<file path="config.mk">
export PLATFORM = sky130hd
export DESIGN_NAME = bitclk_gen
export DESIGN_NICKNAME = d
export VERILOG_FILES = /design/src/rtl/bclk_pkg.sv /design/src/rtl/bclk_ref_sync.sv /design/src/rtl/bclk_tick_sel.sv /design/src/rtl/bclk_phase_ctr.sv /design/src/rtl/bclk_out_stage.sv /design/src/rtl/bitclk_gen.sv
export SDC_FILE = /design/constraint.sdc
export NUM_CORES = 1
export LEC_CHECK = 0
export BUFFER_PORTS_ARGS = -buffer_cell sky130_fd_sc_hd__buf_2
export CORE_UTILIZATION = 45
export CTS_CLUSTER_SIZE = 28
export DETAILED_ROUTE_END_ITERATION = 10
export GPL_TIMING_DRIVEN = 0
export PLACE_DENSITY_LB_ADDON = 0.05
export SETUP_SLACK_MARGIN = 0.4
export SLEW_MARGIN = 10
export SYNTH_ARGS = -nofsm -noshare
export SYNTH_HDL_FRONTEND = slang
export SYNTH_SLANG_ARGS = --single-unit
</file>
<file path="constraint.sdc">
create_clock -name clk -period 3.85 [get_ports clk]
set_input_delay 0.385 -clock clk [delete_from_list [all_inputs] [get_ports clk]]
set_output_delay 0.385 -clock clk [all_outputs]
set_load 0.05 [all_outputs]
</file>
<file path="src/rtl/bclk_pkg.sv">
package bclk_pkg;
  typedef enum logic {
    SRC_EXT = 1'b0,
    SRC_SYS = 1'b1
  } src_e;

  typedef enum logic {
    PH_LO = 1'b0,
    PH_HI = 1'b1
  } phase_e;
endpackage

</file>
<file path="src/rtl/bclk_ref_sync.sv">
// Synchronizes the external reference and flags each of its edges.
module bclk_ref_sync #(
  parameter int STAGES = 2
) (
  input  logic clk,
  input  logic rst_n,
  input  logic ref_in,
  output logic edge_pls
);
  localparam int CHAIN = STAGES + 1;

  logic [CHAIN-1:0] chain_q;

  genvar i;
  generate
    for (i = 0; i < CHAIN; i++) begin : g_stage
      if (i == 0) begin : g_first
        always_ff @(posedge clk) begin
          if (!rst_n) chain_q[i] <= 1'b0;
          else        chain_q[i] <= ref_in;
        end
      end else begin : g_next
        always_ff @(posedge clk) begin
          if (!rst_n) chain_q[i] <= 1'b0;
          else        chain_q[i] <= chain_q[i-1];
        end
      end
    end
  endgenerate

  // any change of the synchronized level marks half an input period
  assign edge_pls = chain_q[CHAIN-1] ^ chain_q[CHAIN-2];
endmodule

</file>
<file path="src/rtl/bclk_tick_sel.sv">
// Chooses which half-period enable drives the divider.
module bclk_tick_sel
  import bclk_pkg::*;
(
  input  src_e src,
  input  logic ext_edge,
  output logic tick
);
  always_comb begin
    unique case (src)
      SRC_SYS: tick = 1'b1;
      SRC_EXT: tick = ext_edge;
      default: tick = 1'b0;
    endcase
  end
endmodule

</file>
<file path="src/rtl/bclk_phase_ctr.sv">
// Counts half input periods and alternates the raw phase.
module bclk_phase_ctr
  import bclk_pkg::*;
#(
  parameter int DIV_W = 8
) (
  input  logic             clk,
  input  logic             rst_n,
  input  logic             en,
  input  logic             tick,
  input  logic [DIV_W-1:0] div_val,
  input  logic             src_sel,
  input  logic             pol,
  output logic             running,
  output phase_e           phase,
  output logic             pol_q,
  output src_e             src_eff,
  output logic             period_end
);
  localparam int LEN_W = DIV_W + 1;

  logic [DIV_W-1:0] div_q;
  src_e             src_q;
  logic [LEN_W-1:0] rem_q;

  function automatic logic [LEN_W-1:0] hi_len(input logic [DIV_W-1:0] g);
    if (g == '0)   return LEN_W'(1);
    else if (g[0]) return {1'b0, g} + LEN_W'(1);
    else           return {1'b0, g} + LEN_W'(2);
  endfunction

  function automatic logic [LEN_W-1:0] lo_len(input logic [DIV_W-1:0] g);
    if (g == '0)   return LEN_W'(1);
    else if (g[0]) return {1'b0, g} + LEN_W'(1);
    else           return {1'b0, g};
  endfunction

  // before start the requested source decides which ticks count
  assign src_eff = running ? src_q : src_e'(src_sel);

  always_ff @(posedge clk) begin
    if (!rst_n || !en) begin
      running    <= 1'b0;
      phase      <= PH_LO;
      rem_q      <= '0;
      period_end <= 1'b0;
      div_q      <= '0;
      src_q      <= SRC_EXT;
      pol_q      <= 1'b0;
    end else begin
      period_end <= 1'b0;
      if (tick) begin
        if (!running) begin
          running <= 1'b1;
          phase   <= PH_HI;
          div_q   <= div_val;
          src_q   <= src_e'(src_sel);
          pol_q   <= pol;
          rem_q   <= hi_len(div_val) - LEN_W'(1);
        end else if (rem_q != '0) begin
          rem_q <= rem_q - LEN_W'(1);
        end else if (phase == PH_HI) begin
          phase <= PH_LO;
          rem_q <= lo_len(div_q) - LEN_W'(1);
        end else begin
          phase      <= PH_HI;
          period_end <= 1'b1;
          div_q      <= div_val;
          src_q      <= src_e'(src_sel);
          pol_q      <= pol;
          rem_q      <= hi_len(div_val) - LEN_W'(1);
        end
      end
    end
  end
endmodule

</file>
<file path="src/rtl/bclk_out_stage.sv">
// Applies polarity and registers the level, edge pulses and period strobe.
module bclk_out_stage
  import bclk_pkg::*;
(
  input  logic   clk,
  input  logic   rst_n,
  input  logic   en,
  input  logic   running,
  input  phase_e phase,
  input  logic   pol_q,
  input  logic   period_end,
  output logic   bclk,
  output logic   rise_pls,
  output logic   fall_pls,
  output logic   period_done
);
  logic active;
  logic lvl_n;

  assign active = en & running;
  assign lvl_n  = active & ((phase == PH_HI) ^ pol_q);

  always_ff @(posedge clk) begin
    if (!rst_n) begin
      bclk        <= 1'b0;
      rise_pls    <= 1'b0;
      fall_pls    <= 1'b0;
      period_done <= 1'b0;
    end else begin
      bclk        <= lvl_n;
      rise_pls    <= lvl_n & ~bclk;
      fall_pls    <= active & ~lvl_n & bclk;
      period_done <= en & period_end;
    end
  end
endmodule

</file>
<file path="src/rtl/bitclk_gen.sv">
module bitclk_gen
  import bclk_pkg::*;
#(
  parameter int DIV_W       = 8,
  parameter int SYNC_STAGES = 2
) (
  input  logic             clk,
  input  logic             rst_n,
  input  logic             en,
  input  logic             src_sel,
  input  logic             ext_ref,
  input  logic [DIV_W-1:0] div_val,
  input  logic             pol,
  output logic             bclk,
  output logic             rise_pls,
  output logic             fall_pls,
  output logic             period_done
);
  logic   ext_edge;
  logic   tick;
  logic   running;
  phase_e phase;
  logic   pol_q;
  src_e   src_eff;
  logic   period_end;

  bclk_ref_sync #(.STAGES(SYNC_STAGES)) u_sync (
    .clk      (clk),
    .rst_n    (rst_n),
    .ref_in   (ext_ref),
    .edge_pls (ext_edge)
  );

  bclk_tick_sel u_tsel (
    .src      (src_eff),
    .ext_edge (ext_edge),
    .tick     (tick)
  );

  bclk_phase_ctr #(.DIV_W(DIV_W)) u_ctr (
    .clk        (clk),
    .rst_n      (rst_n),
    .en         (en),
    .tick       (tick),
    .div_val    (div_val),
    .src_sel    (src_sel),
    .pol        (pol),
    .running    (running),
    .phase      (phase),
    .pol_q      (pol_q),
    .src_eff    (src_eff),
    .period_end (period_end)
  );

  bclk_out_stage u_out (
    .clk         (clk),
    .rst_n       (rst_n),
    .en          (en),
    .running     (running),
    .phase       (phase),
    .pol_q       (pol_q),
    .period_end  (period_end),
    .bclk        (bclk),
    .rise_pls    (rise_pls),
    .fall_pls    (fall_pls),
    .period_done (period_done)
  );
endmodule

</file>
==> results.json, run 1 <==
{
  "design_area_mm2": 0.00222,
  "finalMaxSlewViolations": 0,
  "worst_pin_slew_ns": 0.571,
  "portBuffers": 16,
  "syn_area_mm2": 0.00199,
  "gp_congestion": 0.903,
  "antenna_found_initial": 0,
  "finalSetupTns_ns": 0,
  "grt_pass1_wl_um": 8110,
  "synth_edf_count": 0,
  "grt_usage": 0.238,
  "dr.pass1.iters": 4,
  "areaGrowthSynthToFinish_pct": 11.5,
  "synthCells": 263,
  "regArea_um2": 581,
  "use_met1": 0.316,
  "worstSkewPairLatency_ns": 0.28,
  "worstPathArrival_ns": 2.44,
  "yosysTopAreaCell": "dfxtp_1",
  "fin_worst_skew_ns": 0.00486,
  "vias": 1987,
  "finalHoldViolCount": 0,
  "hold_buffers": 0,
  "fin_crit_ns": 2.30,
  "ys_seq_elements": 29,
  "relSlewSlack": 0.619,
  "async_reset_ff_frac": 0,
  "grt_max_degree": 11,
  "crit_chain": "inv_1, ha_1, nor3b_2, nand3_2, o21ai_2, nand2_1, nand2_1, a21oi_1",
  "yosys-top-cells-area": "dfxtp_1 29%, a21oi_1 6.8%, nand2_1 5.9%, o21ai_0 5.0%, nand3_1 4.5%",
  "critPathLaunchType": "flip-flop",
  "p_per_area_mw_per_mm2": 349,
  "clk_pin_slew_ns": 0.06,
  "clockRootBuffer": "clkbuf_8",
  "cap_violations": 0,
  "power_leakage_uw": 0.000819,
  "wl_per_cell_um": 14.8,
  "p_total_uw": 773,
  "die_h_um": 68.5,
  "setup-violations-final": 0,
  "layout_common_cells": "31 x nand2_1, 29 x dfxtp_1, 27 x a21oi_1",
  "htreeDepth": 2,
  "multi_input_area_mm2": 0.00132,
  "slowest_stage": "o21ai_2",
  "cts.path.max_buffers": 2,
  "rows": 23,
  "syn_area_per_cell_um2": 7.56,
  "cp_common_cell": "nand2_1",
  "diodes": 0,
  "critPathMaxFanout": 10,
  "die_area_mm2": 0.00469,
  "cts_resized": 0,
  "max_clock_freq_ghz": 0.435,
  "yosysWarnings": 0,
  "endpoint_kind": "flip-flop",
  "layout-drive-gt1-share": 0.143,
  "final_antenna_net_count": 0,
  "core_region_area_mm2": 0.00412,
  "post-route-period-util": 0.597,
  "cts_setup_buffers": 0,
  "dr.first_iter.drc_count": 192,
  "yosysUniqueCellTypes": 53,
  "path_delay_family": "simple AND/OR/NAND/NOR gates",
  "yosysSeqAreaShare": 0.292,
  "die_w_um": 68.5,
  "fin_nets": 305,
  "drc": 0,
  "initial_utilization": 0.483,
  "syn_nets": 282,
  "placed_area_mm2": 0.00213,
  "ir_drop_mv": 0.167,
  "outcome": "finished, final reports clean",
  "cts_buffers": 5,
  "yosys.area.top_type_share": 0.292,
  "final_common_cell": "nand2_1",
  "hold_ws_ns": 0.308,
  "cts_tree": "yes",
  "io_pins": 18,
  "use_met2": 0.385,
  "hold_path.class": "input port to flip-flop",
  "worstSetupPathType": "flip-flop to flip-flop",
  "dp_hpwl_um": 3790,
  "n_fill_cell": 424,
  "use_met3": 0.0433,
  "utilization": 0.539,
  "path_buf_inv": 1,
  "cp.required_ns": 3.99,
  "ys.flop_type": "dfxtp_1",
  "grt_pass1_vias": 1740,
  "grt_setup_unrepaired": "false",
  "grt_most_used_layer": "met2",
  "grt.overflow.total": 0,
  "cts_sinks": 29,
  "cp_slowest_stage_delay_ns": 0.41,
  "vias_per_cell": 5.90,
  "wl_um": 4990
}
stage by stage:
stage / cells / worst slack (ns)
finish: 337 / 1.55
global route: 337 / 1.41
CTS: 337 / 1.59
detailed placement: 329 / 1.61
global placement: 329 / 1.61
floorplan: 263 / 2.01
flip-flops by register name, summed over array words and instances (netlist names):
register / cells
u_ctr.pol_q: 1
u_ctr.rem_q: 9
u_ctr.running: 1
u_ctr.div_q: 8
u_out.bclk: 1
u_out.fall_pls: 1
u_ctr.phase: 1
u_out.period_done: 1
u_ctr.period_end: 1
u_sync.chain_q: 3
u_ctr.src_q: 1
u_out.rise_pls: 1
where the power goes:
| part | switching, µW | internal [µW] | total, µW |
|---|---|---|---|
| registers | 14.7 | 314 | 328 |
| clock network | 121 | 124 | 245 |
| logic | 127 | 73.2 | 200 |
routing by layer:
metal  wire [µm]  vias to the layer above
li1            -                     1003
met1        2380                      917
met2        2270                       58
met3         253                        9
met4          79                        0
met5           0                        -
cells in the mapped netlist, types with 2 or more instances:
cell type / count
o21bai_1: 2
nor3_1: 9
nor4_1: 4
mux2i_1: 2
o21ai_0: 20
xor2_1: 6
or3_1: 4
nand3_1: 18
nand4_2: 2
o211ai_1: 3
dfxtp_1: 29
a21oi_1: 27
a311oi_1: 2
inv_1: 11
clkbuf_1: 6
ha_1: 5
a32o_1: 3
nor4_2: 2
and2_1: 8
and3_1: 2
xnor2_1: 10
o21ai_1: 3
nand4_1: 4
a211oi_1: 2
a31oi_1: 4
nand2b_1: 2
nand2_1: 31
o21a_1: 2
nor2_1: 13
nor2b_1: 2
buf_2: 3
path summary, 6_finish.rpt:
check,start,slack [ns],cells past startpoint,end
setup / recovery,u_ctr.rem_q[0],1.55,8,u_ctr.div_q[1]
hold / removal,ext_ref,0.31,2,u_sync.chain_q[0]
setup reg to reg,u_ctr.rem_q[0],1.55,8,u_ctr.div_q[1]
hold reg to reg,u_sync.chain_q[0],0.44,1,u_sync.chain_q[1]
cell type report:
class,count,share of cell area
Multi-Input combinational cell,212,0.594
Sequential cell,29,0.262
Timing Repair Buffer,16,0.0361
Clock buffer,5,0.0310
Tap cell,50,0.0282
Buffer,11,0.0220
Inverter,11,0.0186
Clock inverter,3,0.00790
kinds of logic (layout without fill, tap and decap cells):
| group | after synthesis | after routing | share of synthesized area |
|---|---|---|---|
| simple gates | 111 | 111 | 0.308 |
| compound gates | 77 | 77 | 0.235 |
| flops | 29 | 29 | 0.292 |
| buf+inv | 22 | 46 | 0.0453 |
| xor+xnor | 17 | 17 | 0.0787 |
| fa+ha+maj | 5 | 5 | 0.0315 |
| mux | 2 | 2 | 0.0101 |
worst reg2reg max path, stage by stage (launching register included):
cell and delay, ns:
dfxtp_1 0.34, inv_1 0.08, ha_1 0.18, nor3b_2 0.34, nand3_2 0.24, o21ai_2 0.41, nand2_1 0.34, nand2_1 0.16
a21oi_1 0.07
(Power assumes the default switching activity.)
==> run 2, diff against run 1 <==
- ABC_AREA: unset -> 1
- clock period: 3.85 -> 1.9 ns (I/O delays scaled with it)
==> run 2 against run 1 <==
Sequential share of layout area fell by 5.4 points. Worst hold slack got worse by 0.22 ns. Setup slack got worse by 1.5 ns. Synthesized area rose by 5.2%. Largest power group is now combinational logic. Critical endpoint is now u_ctr.rem_q[6]. Register-to-register slack got worse by 1.5 ns. Largest cell class unchanged. Die area rose by 5.1%. Synthesized cell count rose by 18%. Design area rose by 29%. Utilization rose by 11 points. Final cell count rose by 23%. Clock skew rose by 0.0012 ns.
==> results.json, run 2 <==
{
  "vias": 2187,
  "yosysMostFrequentCell": "nand2_1",
  "synthCells": 311,
  "antenna_found_initial": 0,
  "synth_edf_count": 0,
  "core_region_area_mm2": 0.00441,
  "use_met3": 0.0462,
  "finalHoldViolCount": 0,
  "grt_usage": 0.246,
  "cap_violations": 0,
  "hold_ws_ns": 0.0878,
  "worstSetupPathType": "flip-flop to flip-flop",
  "diodes": 0,
  "grt.overflow.total": 0,
  "fin_crit_ns": 1.81,
  "ys_top_cells_by_count": "63 x nand2_1, 32 x inv_1, 29 x dfxtp_1",
  "synth_xor_area_frac": 0.0586,
  "async_reset_ff_frac": 0,
  "synth_top_family_by_area": "simple AND/OR/NAND/NOR gates",
  "synth-compound-area-share": 0.173,
  "max_clock_freq_ghz": 0.552,
  "grt_pass1_wl_um": 9440,
  "cts.path.max_buffers": 2,
  "synthAdderAreaFrac": 0.0299,
  "synthSimpleGateAreaFrac": 0.359,
  "yosysWarnings": 0,
  "yosysSeqAreaShare": 0.278,
  "cp_common_cell": "nand2_2",
  "largestRegisters": "u_ctr.rem_q x9, u_ctr.div_q x8, u_sync.chain_q x3",
  "grt_pass1_vias": 2032,
  "ir_drop_mv": 0.358,
  "critPathLaunchType": "flip-flop",
  "die_h_um": 70.2,
  "areaGrowthSynthToFinish_pct": 36.4,
  "setup-violations-final": 0,
  "cp_slowest_stage_delay_ns": 0.39,
  "cts_buffers": 5,
  "use_met1": 0.320,
  "syn_area_per_cell_um2": 6.73,
  "clk_pin_slew_ns": 0.07,
  "cp.required_ns": 2.12,
  "portBuffers": 15,
  "hold_buffers": 0,
  "yosysTopAreaCell": "dfxtp_1",
  "final_common_cell": "nand2_1",
  "io_pins": 18,
  "critPathMaxFanout": 3,
  "endpoint_kind": "flip-flop",
  "placed_area_mm2": 0.00227,
  "regMostFlops": "u_ctr.rem_q",
  "wl_per_cell_um": 14.3,
  "design_area_mm2": 0.00285,
  "fin_worst_skew_ns": 0.00610,
  "dr.pass1.iters": 4,
  "cts_tree": "yes",
  "worstSkewPairLatency_ns": 0.29,
  "final_antenna_net_count": 0,
  "p_total_uw": 2050,
  "grt_setup_unrepaired": "true",
  "syn_area_mm2": 0.00209,
  "fin_nets": 380,
  "p_per_area_mw_per_mm2": 719,
  "use_met2": 0.406,
  "yosys-top-cells-area": "dfxtp_1 28%, nand2_1 11%, a21oi_1 6.0%, nand3_1 5.7%, inv_1 5.7%",
  "yosys.area.top_type_share": 0.278,
  "die_w_um": 70.2,
  "grt_most_used_layer": "met2",
  "largest_register_ffs": 9,
  "initial_utilization": 0.474,
  "gp_congestion": 0.855,
  "power_leakage_uw": 0.00125,
  "wl_um": 5920,
  "dr.first_iter.drc_count": 123,
  "finalMaxSlewViolations": 0,
  "ys_seq_elements": 29,
  "cts_sinks": 29,
  "ys.flop_type": "dfxtp_1",
  "outcome": "finished, final reports clean",
  "yosysUniqueCellTypes": 38,
  "rows": 24,
  "synthMuxAreaShare": 0,
  "post-route-period-util": 0.953,
  "clockRootBuffer": "clkbuf_8",
  "worst_pin_slew_ns": 0.516,
  "finalSetupTns_ns": 0,
  "drc": 0,
  "path_buf_inv": 1,
  "dp_hpwl_um": 4000,
  "slowest_stage": "dfxtp_4",
  "htreeDepth": 2,
  "vias_per_cell": 5.28,
  "relSlewSlack": 0.656,
  "layout_common_cells": "57 x nand2_1, 27 x inv_1, 23 x buf_4",
  "worstPathArrival_ns": 2.03,
  "path_delay_family": "simple AND/OR/NAND/NOR gates",
  "syn_nets": 330,
  "hold_path.class": "input port to flip-flop",
  "die_area_mm2": 0.00493,
  "crit_chain": "inv_4, ha_4, nand2_2, nor2_2, nand2_2, nand3_4, nor2_4, nand2_4, nor2_4, xnor2_2, nand2_1, nand2_1, nand2_2, a21oi_2",
  "grt_max_degree": 11,
  "layout-drive-gt1-share": 0.395
}
run 2: final timing paths:
kind | start | endpoint | slack (ns) | depth (start not counted)
min | ext_ref | u_sync.chain_q[0] | 0.09 | 3
min reg2reg | u_sync.chain_q[0] | u_sync.chain_q[1] | 0.42 | 2
max reg2reg | u_ctr.div_q[0] | u_ctr.rem_q[6] | 0.09 | 14
max | u_ctr.div_q[0] | u_ctr.rem_q[6] | 0.09 | 14
run 2: routing by layer:
layer,routed length (µm),vias to the layer above
li1,-,1132
met1,2720,1005
met2,2840,41
met3,293,9
met4,71,0
met5,0,-
run 2: timing repair:
action                                  CTS  global route
cloned                                    2             0
resized for setup                        36            28
setup buffers                            20             6
endpoints found under the setup margin   21            22
pin swaps                                24            19
hold endpoints to repair                  0             0
run 2: cells by family (layout without fill, tap and decap cells):
family                     Yosys count  in the layout
buffers and inverters               49            100
adders and majority gates            5              5
AOI/OAI and AO/OA                   66             66
DFF                                 29             29
xor gates and xnor gates            14             14
and+or+nand+nor                    148            148
run 2: report_power, final:
part	internal, µW	switching, µW
Clock	252	252
Combinational	406	453
Sequential	645	43.4
run 2: layout make-up:
class | instances | area, µm²
fill | 387 | 1560
multi-input combinational | 233 | 1520
sequential | 29 | 594
timing repair buffer | 43 | 353
inverter | 39 | 160
buffer | 10 | 73.8
clock buffer | 5 | 68.8
tap | 52 | 65.1
clock inverter | 3 | 17.5
run 2: tightest hold or removal path: stages:
cell and delay (ns):
buf_2 0.08, nand2_1 0.04, inv_1 0.04
run 2: metrics by stage:
stage | utilization | instances | worst slack [ns]
4_1_cts | 0.617 | 408 | 0.157
3_5_place_dp | 0.515 | 378 | 0.00459
3_3_place_gp | 0.515 | 378 | 0.0309
6_report | 0.646 | 414 | 0.0887
5_1_grt | 0.646 | 414 | -0.0380
2_1_floorplan | - | 311 | 0.292
